## src/rtl/cfa_pkg.sv

```systemverilog
// Package cfa_pkg
// Shared types for the carry-feedback adder. Assumes nothing beyond IEEE 1800-2017.
package cfa_pkg;

    // Output of one bit slice: the sum bit and the carry bit it generates
    typedef struct packed {
        logic s;
        logic c;
    } bit_pair_t;

endpackage

```

## src/rtl/cfa_bit_slice.sv

```systemverilog
// Module cfa_bit_slice
// One bit of the adder. An XOR gives the partial sum and an AND gives the carry
// generated here. Assumes the caller shifts the carry into the next slice.
module cfa_bit_slice
    import cfa_pkg::*;
(
    input  logic      x,
    input  logic      y,
    output bit_pair_t pr
);

    // Two gates per bit: sum and generate
    assign pr.s = x ^ y;
    assign pr.c = x & y;

endmodule

```

## src/rtl/cfa_zero_detect.sv

```systemverilog
// Module cfa_zero_detect
// Flags a word with no bit set. Used to stop the carry loop.
// Assumes W >= 1.
module cfa_zero_detect #(
    parameter int W = 16
) (
    input  logic [W-1:0] vec,
    output logic         is_zero
);

    // Reduction NOR across the whole carry word
    assign is_zero = ~|vec;

endmodule

```

## src/rtl/cfa_datapath.sv

```systemverilog
// Module cfa_datapath
// Holds the partial-sum and carry registers and the row of bit slices.
// On load the slices see the operands; on step they see the registers.
// The carry word is shifted up by one with a zero LSB, and the top carry
// is dropped, which gives wrap-around modulo 2^W. Assumes W >= 2.
module cfa_datapath
    import cfa_pkg::*;
#(
    parameter int W = 16
) (
    input  logic         clk,
    input  logic         rst_n,
    input  logic         load,
    input  logic         step,
    input  logic [W-1:0] op_a,
    input  logic [W-1:0] op_b,
    output logic [W-1:0] sum_q,
    output logic         carry_zero
);

    logic [W-1:0] car_q;
    logic [W-1:0] x_in;
    logic [W-1:0] y_in;
    logic [W-1:0] s_vec;
    logic [W-1:0] c_vec;
    logic [W-1:0] c_shift;
    logic [W-1:0] total;
    logic [W-1:0] op_total;

    // Select the slice inputs: fresh operands on load, fed-back words otherwise
    always_comb begin
        x_in = load ? op_a : sum_q;
        y_in = load ? op_b : car_q;
    end

    // One slice per bit
    generate
        for (genvar i = 0; i < W; i++) begin : g_slice
            bit_pair_t pr;
            cfa_bit_slice u_slice (
                .x  (x_in[i]),
                .y  (y_in[i]),
                .pr (pr)
            );
            assign s_vec[i] = pr.s;
            assign c_vec[i] = pr.c;
        end
    endgenerate

    // Carries move up one position; the top carry falls off
    assign c_shift = c_vec << 1;

    // Register update for both the first pass and each feedback pass
    always_ff @(posedge clk) begin
        if (!rst_n) begin
            sum_q <= '0;
            car_q <= '0;
        end else if (load || step) begin
            sum_q <= s_vec;
            car_q <= c_shift;
        end
    end

    cfa_zero_detect #(.W(W)) u_zero (
        .vec     (car_q),
        .is_zero (carry_zero)
    );

    // Words used only by the assertions below
    assign total    = sum_q + car_q;
    assign op_total = op_a + op_b;

    AST_LOAD_HOLDS_SUM: assert property (@(posedge clk) disable iff (!rst_n)
        load |=> total == $past(op_total));

    AST_STEP_KEEPS_SUM: assert property (@(posedge clk) disable iff (!rst_n)
        step |=> total == $past(total));

    AST_CARRY_LSB_CLEAR: assert property (@(posedge clk) disable iff (!rst_n)
        (load || step) |=> car_q[0] == 1'b0);

endmodule

```

## src/rtl/cfa_ctrl.sv

```systemverilog
// Module cfa_ctrl
// Idle/busy control. Accepts a start only when idle, keeps stepping while
// carries remain, and raises done for the one cycle in which the carry word
// is zero. Assumes carry_zero comes from the registered carry word.
module cfa_ctrl #(
    parameter int W = 16
) (
    input  logic clk,
    input  logic rst_n,
    input  logic start,
    input  logic carry_zero,
    output logic busy,
    output logic done,
    output logic load,
    output logic step
);

    localparam int CW = $clog2(W + 2);

    logic          busy_q;
    logic [CW-1:0] cyc_q;

    assign busy = busy_q;
    assign load = start && !busy_q;
    assign done = busy_q && carry_zero;
    assign step = busy_q && !carry_zero;

    // Busy flag: set by an accepted start, cleared after the done cycle
    always_ff @(posedge clk) begin
        if (!rst_n) begin
            busy_q <= 1'b0;
        end else if (load) begin
            busy_q <= 1'b1;
        end else if (done) begin
            busy_q <= 1'b0;
        end
    end

    // Cycles spent in the current addition, used for the latency bound
    always_ff @(posedge clk) begin
        if (!rst_n) begin
            cyc_q <= '0;
        end else if (load) begin
            cyc_q <= CW'(1);
        end else if (step) begin
            cyc_q <= cyc_q + CW'(1);
        end
    end

    AST_START_SETS_BUSY: assert property (@(posedge clk) disable iff (!rst_n)
        (start && !busy) |=> busy);

    AST_DONE_SINGLE: assert property (@(posedge clk) disable iff (!rst_n)
        done |=> (!done && !busy));

    AST_LATENCY_BOUND: assert property (@(posedge clk) disable iff (!rst_n)
        busy |-> (cyc_q <= CW'(W)));

    AST_BUSY_HELD: assert property (@(posedge clk) disable iff (!rst_n)
        (busy && !done) |=> busy);

endmodule

```

## src/rtl/cfa_adder.sv

```systemverilog
// Module cfa_adder
// Top of the carry-feedback adder. Latency depends on the data: between
// 1 and W cycles from the edge that captures start to the done strobe.
// Assumes W >= 2. result is only meaningful while done is high.
module cfa_adder #(
    parameter int W = 16
) (
    input  logic         clk,
    input  logic         rst_n,
    input  logic         start,
    input  logic [W-1:0] op_a,
    input  logic [W-1:0] op_b,
    output logic [W-1:0] result,
    output logic         done,
    output logic         busy
);

    logic load;
    logic step;
    logic carry_zero;

    // Control: accept, iterate, finish
    cfa_ctrl #(.W(W)) u_ctrl (
        .clk        (clk),
        .rst_n      (rst_n),
        .start      (start),
        .carry_zero (carry_zero),
        .busy       (busy),
        .done       (done),
        .load       (load),
        .step       (step)
    );

    // Data: slices plus feedback registers
    cfa_datapath #(.W(W)) u_dp (
        .clk        (clk),
        .rst_n      (rst_n),
        .load       (load),
        .step       (step),
        .op_a       (op_a),
        .op_b       (op_b),
        .sum_q      (result),
        .carry_zero (carry_zero)
    );

    AST_RESULT_STABLE_IDLE: assert property (@(posedge clk) disable iff (!rst_n)
        (!busy && !start) |=> $stable(result));

endmodule

```

## config.mk

```make
export PLATFORM = sky130hd
export DESIGN_NAME = cfa_adder
export DESIGN_NICKNAME = d
export VERILOG_FILES = /design/src/rtl/cfa_pkg.sv /design/src/rtl/cfa_bit_slice.sv /design/src/rtl/cfa_zero_detect.sv /design/src/rtl/cfa_datapath.sv /design/src/rtl/cfa_ctrl.sv /design/src/rtl/cfa_adder.sv
export SDC_FILE = /design/constraint.sdc
export NUM_CORES = 1
export LEC_CHECK = 0
export BUFFER_PORTS_ARGS = -buffer_cell sky130_fd_sc_hd__clkbuf_2
export CORE_UTILIZATION = 47
export DETAILED_ROUTE_END_ITERATION = 8
export GPL_TIMING_DRIVEN = 0
export PLACE_DENSITY = 0.76
export SKIP_LAST_GASP = 1
export SLEW_MARGIN = 0
export SYNTH_ARGS = -nofsm -noshare
export SYNTH_HDL_FRONTEND = slang
export SYNTH_HIERARCHICAL = 1
export SYNTH_SLANG_ARGS = --single-unit
```

## constraint.sdc

```tcl
create_clock -name clk -period 1.9 [get_ports clk]
set_clock_uncertainty 0.2 [all_clocks]
set_input_delay 0.095 -clock clk [delete_from_list [all_inputs] [get_ports clk]]
set_output_delay 0.095 -clock clk [all_outputs]
set_load 0.05 [all_outputs]
```

==> summary.md, run 1 <==
| Metric | Value |
|---|---|
| Row count | 22 |
| Type of the most critical hold path | in2reg |
| Highest attainable clock frequency | roughly 530 MHz |
| Number of nets in the finished design | 325 |
| Remaining design rule violation count | 0 |
| Combined global-route utilization of all metal layers | a little over a quarter |
| CTS H-tree lvls | 2 |
| Flops & latches, synth | 32 |
| Leading cell type in the layout, fill and taps excluded | sky130_fd_sc_hd__clkbuf_2 |
| Endpoint class of the critical path | flop |
| Post-Synthesis Mean Instance Area | between 9 and 10 um^2 |
| DIE HEIGHT | 65.59 um |
| Post-Synthesis Cells | 204 |
| Critical path cell sequence | nor2b_4, buf_12, clkbuf_16, mux2_4, ha_4, o211ai_1, o21ai_1 |
| Highest-count cells in the layout ignoring fill and taps | sky130_fd_sc_hd__clkbuf_2 (53), sky130_fd_sc_hd__nand2_1 (31), sky130_fd_sc_hd__o211ai_1 (31), sky130_fd_sc_hd__dfxtp_1 (31) |
| Post-DRT Antenna Nets | 0 |
| Largest net degree at the start of global routing | 11 |
| Final HPWL from detailed placement | about 3400 um |
| Clock network latency to the later pin of the worst-skew pair | 0.29 ns |
| Yosys warning count | 6 |
| Cell type with the highest aggregate area in the netlist | sky130_fd_sc_hd__dfxtp_1 |
| # port buffers | 52 |
| Final worst setup slack | -0.0008635 ns |
| Actual slew at the worst max-slew pin | roughly 0.55 ns |
| CTS Root Buffer Type | sky130_fd_sc_hd__clkbuf_8 |
| Power Density | roughly 740 nW/um^2 |
| Area of the core | 3771 um^2 |
| Dpl ws | -0.05055 ns |
| Setup repair after global routing missed its margin | true |
| Share of Yosys cell area claimed by the top area cell type | between 30% and 40% |
| Cell area after layout | roughly 2900 um^2 |
| Avg WL per Cell | 18.47 um |
| Clock Sinks | 32 |
| Slowest CP cell | sky130_fd_sc_hd__dfxtp_4 |
| Critical path buffers and inverters | 2 |
| Relative max-transition margin | 63.53% |
| Layout Area Growth over Synthesis | 52.40% |
| Filler cells | 253 |
| Tmin final | 1.901 ns |
| Maximum fanout count along the critical path | 5 |
| Clock transition time at the flip-flop clock pins of the worst setup and hold paths | roughly 0.07 ns |
| Number of buffers created by CTS | 5 |
| Number of flops mapped to enable cells by yosys | 0 |
| Cell type group with the largest total delay on the critical path | flip-flops |
| Antenna diode count | 0 |
| Final slew viol count | 0 |
| Number of cells on the worst hold path | 5 |
| Post-synthesis instance area | approximately 1900 um^2 |
| Setup TNS | -0.0008635 ns |
| Iteration count of the initial detailed-routing pass | 4 |
| Final RePlAce weighted congestion | between 0.8 and 0.9 |
| Via count | roughly 1,900 |
| Placed Instances | 304 |
| Wire length of the first global-routing pass | around 8000 um |
| Die Wd | 65.59 um |
| CP Data Required Time | ~1.9 ns |
| Status | finished, violations left |
| Min Hold Slack | between 0.09 and 0.1 ns |
| Leakage | approximately 1.2 nW |
| Number of top-level design ports | 53 |
| Finished Core Util | between 70% and 80% |
| Critical setup path kind | reg2reg |
| Number of cells on the worst reg-to-reg path | 7 |
| Instance count on the critical path | 7 |
| Fraction of final layout cells with drive strength greater than 1 | 50.55% |
| Proportion of register bits with asynchronous set or reset after synthesis | 0% |
| Number of standard cells in the layout, taps in and fillers out | 323 |
| Aggregate global routing overflow | 0 |
| Post-synthesis net count | 255 |
| Area of the die | 4302 um^2 |
| Kind of launch point of the worst setup path | flop |
| Number of global-route vias before repair | 1,656 |
| Predominant post-synthesis flop cell | sky130_fd_sc_hd__dfxtp_1 |
| CTS tree | built |
| Sequential cell area fraction in the yosys report | 33.71% |
| Maximum count of clock buffers along a single path | 2 |
| Worst endpoint data arrival time | roughly 1.9 ns |
| Violation count after the first detailed-route iteration | roughly 150 |
| Post-Route WL | a little under 6000 um |
| Power Total | between 2 and 2.5 mW |
| Initial standard-cell utilization of the core | between 50 and 60% |
| Antenna violations before repair | 0 |
| Final number of setup-violating endpoints | 1 |
| Violations in the final reports | negative setup slack |
| Unique masters post-synth | 20 |
| Crit share post-route | 100.0% |
| Cells taking the most area after synthesis | sky130_fd_sc_hd__dfxtp_1 (34%), sky130_fd_sc_hd__mux2_2 (18%), sky130_fd_sc_hd__o211ai_1 (12%), sky130_fd_sc_hd__ha_1 (11%), sky130_fd_sc_hd__o21ai_1 (7.9%) |
| Biggest cell delay along the critical path | 0.36 ns |
| DR vias/cell | a little under 6 |
| Dpl cell area | about 2200 um^2 |
| Count of final hold-check violations | 0 |
| Maximum ir drop on the vdd rail | 0.0006565 V |
| Max-capacitance violation count | 0 |
## logic make-up (layout without fill, tap and decap cells)
| logic type | Yosys count | in the layout | synth area share, % |
|---|---|---|---|
| compound gates | 63 | 63 | 20.80 |
| simple gates | 41 | 41 | 10.27 |
| flops | 32 | 32 | 33.71 |
| mux | 31 | 31 | 18.37 |
| buf+inv | 20 | 91 | 6.122 |
| fa+ha+maj | 16 | 16 | 10.53 |
| other cells | 1 | 1 | 0.1973 |
## flip-flops by register name (all words and copies together) (netlist names)
register and flops:
u_ctrl/busy 1, u_dp/car_q 15, u_dp/sum_q 16
## path summary, 6_finish.rpt
check                                endpoint  slack, ns           from
worst max-delay path            u_dp/sum_q[0]    -0.0009    u_ctrl/busy
worst min-delay path            u_dp/car_q[7]       0.09        op_b[6]
worst max register to register  u_dp/sum_q[0]    -0.0009    u_ctrl/busy
worst min register to register  u_dp/sum_q[2]       0.27  u_dp/sum_q[2]
## cell usage after synthesis, types with 2 or more instances
cell                        n
sky130_fd_sc_hd__dfxtp_1   32
sky130_fd_sc_hd__o211ai_1  31
sky130_fd_sc_hd__nor4_1     4
sky130_fd_sc_hd__buf_2      3
sky130_fd_sc_hd__o21ai_1   30
sky130_fd_sc_hd__ha_1      16
sky130_fd_sc_hd__clkbuf_1  11
sky130_fd_sc_hd__mux2_2    31
sky130_fd_sc_hd__buf_4      2
sky130_fd_sc_hd__buf_6      4
sky130_fd_sc_hd__nand2_1   31
## per-layer routing
metal	global-route usage (%)	vias to the layer above	routed length (um)
li1	-	887	-
met3	6.250	8	460
met2	41.75	96	2950
met4	9.239	0	63
met5	0	-	0
met1	33.65	905	2491
## worst min-delay path: cells and delay by family
kind / cells / cell delay (ns)
multiplexers: 1 / 0.14
adder cells (fa/ha/maj): 1 / 0.11
AO/OA/AOI/OAI: 2 / 0.14
buffers and inverters: 1 / 0.08
## power by group
part | internal, mW | leakage (nW) | total (mW) | switching [mW]
Clock | 0.289 | 0.0510 | 0.557 | 0.268
Combinational | 0.370 | 0.895 | 0.825 | 0.456
Sequential | 0.721 | 0.261 | 0.763 | 0.0416
## layout make-up
type	instances	area (um^2)	share of cell area [%]
Tap cell	48	60.06	2.073
Timing Repair Buffer	63	427.9	14.77
Multi-Input combinational cell	152	1500	51.79
Clock buffer	6	82.58	2.851
Sequential cell	32	644.4	22.25
Buffer	20	171.4	5.918
Clock inverter	2	10.01	0.3456
## timing repair
action	CTS	global route
endpoints found under the hold margin	1	0
gates resized for setup	7	69
endpoints found under the setup margin	18	32
buffers inserted	3	2
hold buffers	2	0
cloned	0	4
pin swaps	1	3
No activity file was read; power rests on OpenSTA's default activity.
==> run 2, diff against run 1 <==
SYNTH_HIERARCHICAL = default   (was 1)
==> run 2 against run 1 <==
The run now ends clean. Non-clock buffer count down 11. Worst setup slack better by 0.014 ns. Routed wire length down 28%. Sequential cell count unchanged. Clock power down 14%. Synthesized area up 2.5%. Critical path depth unchanged. Clock-buffer cell count down 1. Largest cell class unchanged. Via count down 17%. Sequential power up 3.9%.
==> summary.md, run 2 <==
| Metric | Value |
|---|---|
| Status | complete, no violations (was finished, violations left) |
| Number of cells on the worst reg-to-reg path | 7 (unchanged) |
| Placed Instances | 297 (was 304) |
| Power Density | 817.2 nW/um^2 (was 740.6 nW/um^2) |
| Clock network latency to the later pin of the worst-skew pair | 0.29 ns (about the same) |
| Post-DRT Antenna Nets | 0 (unchanged) |
| CP Data Required Time | 1.91 ns (was 1.93 ns) |
| Synth cell count leaders | sky130_fd_sc_hd__nand2_1 (61), sky130_fd_sc_hd__dfxtp_1 (32), sky130_fd_sc_hd__mux2i_1 (31) (was sky130_fd_sc_hd__dfxtp_1 (32), sky130_fd_sc_hd__mux2_2 (31), sky130_fd_sc_hd__nand2_1 (31), sky130_fd_sc_hd__o211ai_1 (31), sky130_fd_sc_hd__o21ai_1 (30)) |
| Reg-to-Reg Start | u_ctrl.busy (was u_ctrl/busy) |
| Relative max-transition margin | 63.73% (was 63.53%) |
| Max reg flops | 16 (unchanged) |
| Final RePlAce weighted congestion | 0.7898 (was 0.8462) |
| Critical path launch point | u_ctrl.busy (was u_ctrl/busy) |
| Filler cells | 331 (was 253) |
| Sequential cell area fraction in the yosys report | 32.88% (was 33.71%) |
| Clock transition time at the flip-flop clock pins of the worst setup and hold paths | 0.06 ns (was 0.07 ns) |
| Register containing the most flip-flops in the final layout | u_dp.sum_q (was u_dp/sum_q) |
| Leading cell type by number of instances after synthesis | sky130_fd_sc_hd__nand2_1 (was sky130_fd_sc_hd__dfxtp_1) |
| Highest attainable clock frequency | 529.9 MHz (was 526.1 MHz) |
| Count of final hold-check violations | 0 (unchanged) |
| Number of flops mapped to enable cells by yosys | 0 (unchanged) |
| Leakage | 1.258 nW (was 1.207 nW) |
| Timing endpoint of the critical path | u_dp.sum_q[13] (was u_dp/sum_q[0]) |
| Violation count after the first detailed-route iteration | 58 (was 149) |
| Post-synthesis instance area | 1948 um^2 (was 1901 um^2) |
| Worst endpoint data arrival time | 1.90 ns (was 1.93 ns) |
| Combined global-route utilization of all metal layers | 19.84% (was 26.01%) |
| Min Hold Slack | 0.02456 ns (was 0.09449 ns) |
| Reg-to-Reg End | u_dp.sum_q[13] (was u_dp/sum_q[0]) |
| Setup repair after global routing missed its margin | true (unchanged) |
| Layout Area Growth over Synthesis | 35.52% (was 52.40%) |
| Final number of setup-violating endpoints | 0 (was 1) |
| Yosys warning count | 0 (was 6) |
| Clock Sinks | 32 (unchanged) |
| Initial standard-cell utilization of the core | 48.70% (was 50.40%) |
| Die Wd | 66.38 um (was 65.59 um) |
| Number of nets in the finished design | 311 (was 325) |
| Endpoint class of the critical path | flop (unchanged) |
| Final slew viol count | 0 (unchanged) |
| Predominant post-synthesis flop cell | sky130_fd_sc_hd__dfxtp_1 (unchanged) |
| Type of the most critical hold path | in2reg (unchanged) |
| Leading cell type in the layout, fill and taps excluded | sky130_fd_sc_hd__nand2_1 (was sky130_fd_sc_hd__clkbuf_2) |
| Actual slew at the worst max-slew pin | 0.5441 ns (was 0.5471 ns) |
| Post-Synthesis Mean Instance Area | 9.939 um^2 (was 9.317 um^2) |
| Largest net degree at the start of global routing | 11 (unchanged) |
| Maximum count of clock buffers along a single path | 2 (unchanged) |
| Aggregate global routing overflow | 0 (unchanged) |
| Critical path cell sequence | nor2b_4, buf_8, clkbuf_16, mux2_4, ha_1, nand2_1, mux2i_1 (was nor2b_4, buf_12, clkbuf_16, mux2_4, ha_4, o211ai_1, o21ai_1) |
| Slowest CP cell | sky130_fd_sc_hd__dfxtp_4 (unchanged) |
| Number of global-route vias before repair | 1,386 (was 1,656) |
| Share of Yosys cell area claimed by the top area cell type | 32.88% (was 33.71%) |
| Remaining design rule violation count | 0 (unchanged) |
| DIE HEIGHT | 66.38 um (was 65.59 um) |
| Number of buffers created by CTS | 5 (unchanged) |
| Post-Route WL | 4310 um (was 5965 um) |
| Antenna diode count | 0 (unchanged) |
| Kind of launch point of the worst setup path | flop (unchanged) |
| CTS H-tree lvls | 2 (unchanged) |
| Flops & latches, synth | 32 (unchanged) |
| CTS tree | built (unchanged) |
| Unique masters post-synth | 20 (unchanged) |
| Cells taking the most area after synthesis | sky130_fd_sc_hd__dfxtp_1 (33%), sky130_fd_sc_hd__mux2i_1 (16%), sky130_fd_sc_hd__mux2_2 (16%), sky130_fd_sc_hd__nand2_1 (12%), sky130_fd_sc_hd__ha_1 (9.6%) (was sky130_fd_sc_hd__dfxtp_1 (34%), sky130_fd_sc_hd__mux2_2 (18%), sky130_fd_sc_hd__o211ai_1 (12%), sky130_fd_sc_hd__ha_1 (11%), sky130_fd_sc_hd__o21ai_1 (7.9%)) |
| Highest-count cells in the layout ignoring fill and taps | sky130_fd_sc_hd__nand2_1 (61), sky130_fd_sc_hd__clkbuf_2 (50), sky130_fd_sc_hd__mux2i_1 (31), sky130_fd_sc_hd__dfxtp_1 (31), sky130_fd_sc_hd__mux2_4 (18) (was sky130_fd_sc_hd__clkbuf_2 (53), sky130_fd_sc_hd__nand2_1 (31), sky130_fd_sc_hd__o211ai_1 (31), sky130_fd_sc_hd__dfxtp_1 (31)) |
| Number of top-level design ports | 53 (unchanged) |
| Critical setup path kind | reg2reg (unchanged) |
| Max-capacitance violation count | 0 (unchanged) |
| Area of the core | 4000 um^2 (was 3771 um^2) |
| Area of the die | 4406 um^2 (was 4302 um^2) |
| Wire length of the first global-routing pass | 6341 um (was 8176 um) |
| Avg WL per Cell | 13.95 um (was 18.47 um) |
| Via count | 1,571 (was 1,896) |
| FF-to-FF setup slack | 0.01 ns (was -0.0009 ns) |
| Final HPWL from detailed placement | 2842 um (was 3368 um) |
| Proportion of register bits with asynchronous set or reset after synthesis | 0% (unchanged) |
| Tmin final | 1.887 ns (was 1.901 ns) |
| DR vias/cell | 5.084 (was 5.870) |
| Maximum fanout count along the critical path | 8 (was 5) |
| Fraction of final layout cells with drive strength greater than 1 | 43.63% (was 50.55%) |
| Post-Synthesis Cells | 196 (was 204) |
| CTS Root Buffer Type | sky130_fd_sc_hd__clkbuf_8 (unchanged) |
| Post-synthesis net count | 246 (was 255) |
| Crit share post-route | 99.33% (was 100.0%) |
| Number of standard cells in the layout, taps in and fillers out | 309 (was 323) |
| # port buffers | 51 (was 52) |
| Cell type with the highest aggregate area in the netlist | sky130_fd_sc_hd__dfxtp_1 (unchanged) |
| Antenna violations before repair | 0 (unchanged) |
| Maximum ir drop on the vdd rail | 0.0004382 V (was 0.0006565 V) |
| Row count | 23 (was 22) |
| Biggest cell delay along the critical path | 0.37 ns (was 0.36 ns) |
| Iteration count of the initial detailed-routing pass | 4 (unchanged) |
[run 2: layout make-up]
class | count | area (um^2) | area share (%)
plain buffers | 14 | 120.1 | 4.550
flip-flops and latches | 32 | 644.4 | 24.41
clock buffers | 5 | 68.82 | 2.607
repair buffers | 58 | 365.4 | 13.84
well taps | 50 | 62.56 | 2.370
multi-input cells | 150 | 1379 | 52.23
[run 2: what timing repair did]
item,4_1_cts,5_1_grt
endpoints found under the setup margin,14,28
cloned,0,3
buffers inserted,0,3
resized for setup,5,34
hold endpoints to repair,2,0
hold buffers,1,0
pin swaps,0,1
[run 2: worst min path at each step]
stage	from	slack, ns	to	depth (start not counted)
after floorplan	op_b[15]	0.17	u_dp.sum_q[15]	3
after global placement	rst_n	0.26	u_dp.sum_q[7]	3
after detailed placement	u_dp.sum_q[13]	0.27	u_dp.sum_q[13]	2
after CTS	op_b[15]	0.02	u_dp.sum_q[15]	4
after global routing	op_b[15]	0.03	u_dp.sum_q[15]	4
final	op_b[15]	0.02	u_dp.sum_q[15]	4
[run 2: cell families after synthesis]
logic type	count (synthesis)	share of synthesized area [%]
adder cells (fa/ha/maj)	15	9.634
flip-flops	32	32.88
AND/OR/NAND/NOR	70	17.92
buffers and inverters	14	4.046
XOR/XNOR	1	0.4497
AO/OA/AOI/OAI	4	2.376
multiplexers	60	32.69
[run 2: layer usage]
layer / up-vias / routed length [um] / part of all wire, % / track usage, %
li1: 799 / - / - / -
met5: - / 0 / 0 / 0
met1: 716 / 2049 / 48 / 25.10
met2: 51 / 1925 / 45 / 30.87
met3: 5 / 262 / 6.1 / 4.828
met4: 0 / 72 / 1.7 / 10.37
[run 2: worst max-delay path, delay by kind of cell, from the launching register on]
family / cells / cell delay (ns)
fa+ha+maj: 1 / 0.26
buf+inv: 2 / 0.32
flops: 1 / 0.37
mux: 2 / 0.47
simple gates: 2 / 0.17
[run 2: metrics by stage]
| step | cell area, um^2 | TNS (ns) | power (mW) | utilization (%) | setup slack, ns |
|---|---|---|---|---|---|
| CTS | 2372 | 0 | 2.039 | 59.31 | 0.002800 |
| global placement | 2276 | -0.2576 | 1.553 | 56.90 | -0.02588 |
| global route | 2640 | -0.1741 | 2.269 | 66.00 | -0.03628 |
| detailed placement | 2276 | -0.4940 | 1.561 | 56.90 | -0.06474 |
| floorplan | 1958 | 0 | 1.398 | - | 0.003050 |
| finish | 2640 | 0 | 2.157 | 66.00 | 0.01274 |
[run 2: report_power, final]
group          switching, mW  total [mW]  internal (mW)
Clock                  0.244       0.479          0.236
Combinational          0.491       0.885          0.394
Sequential            0.0547       0.793          0.738
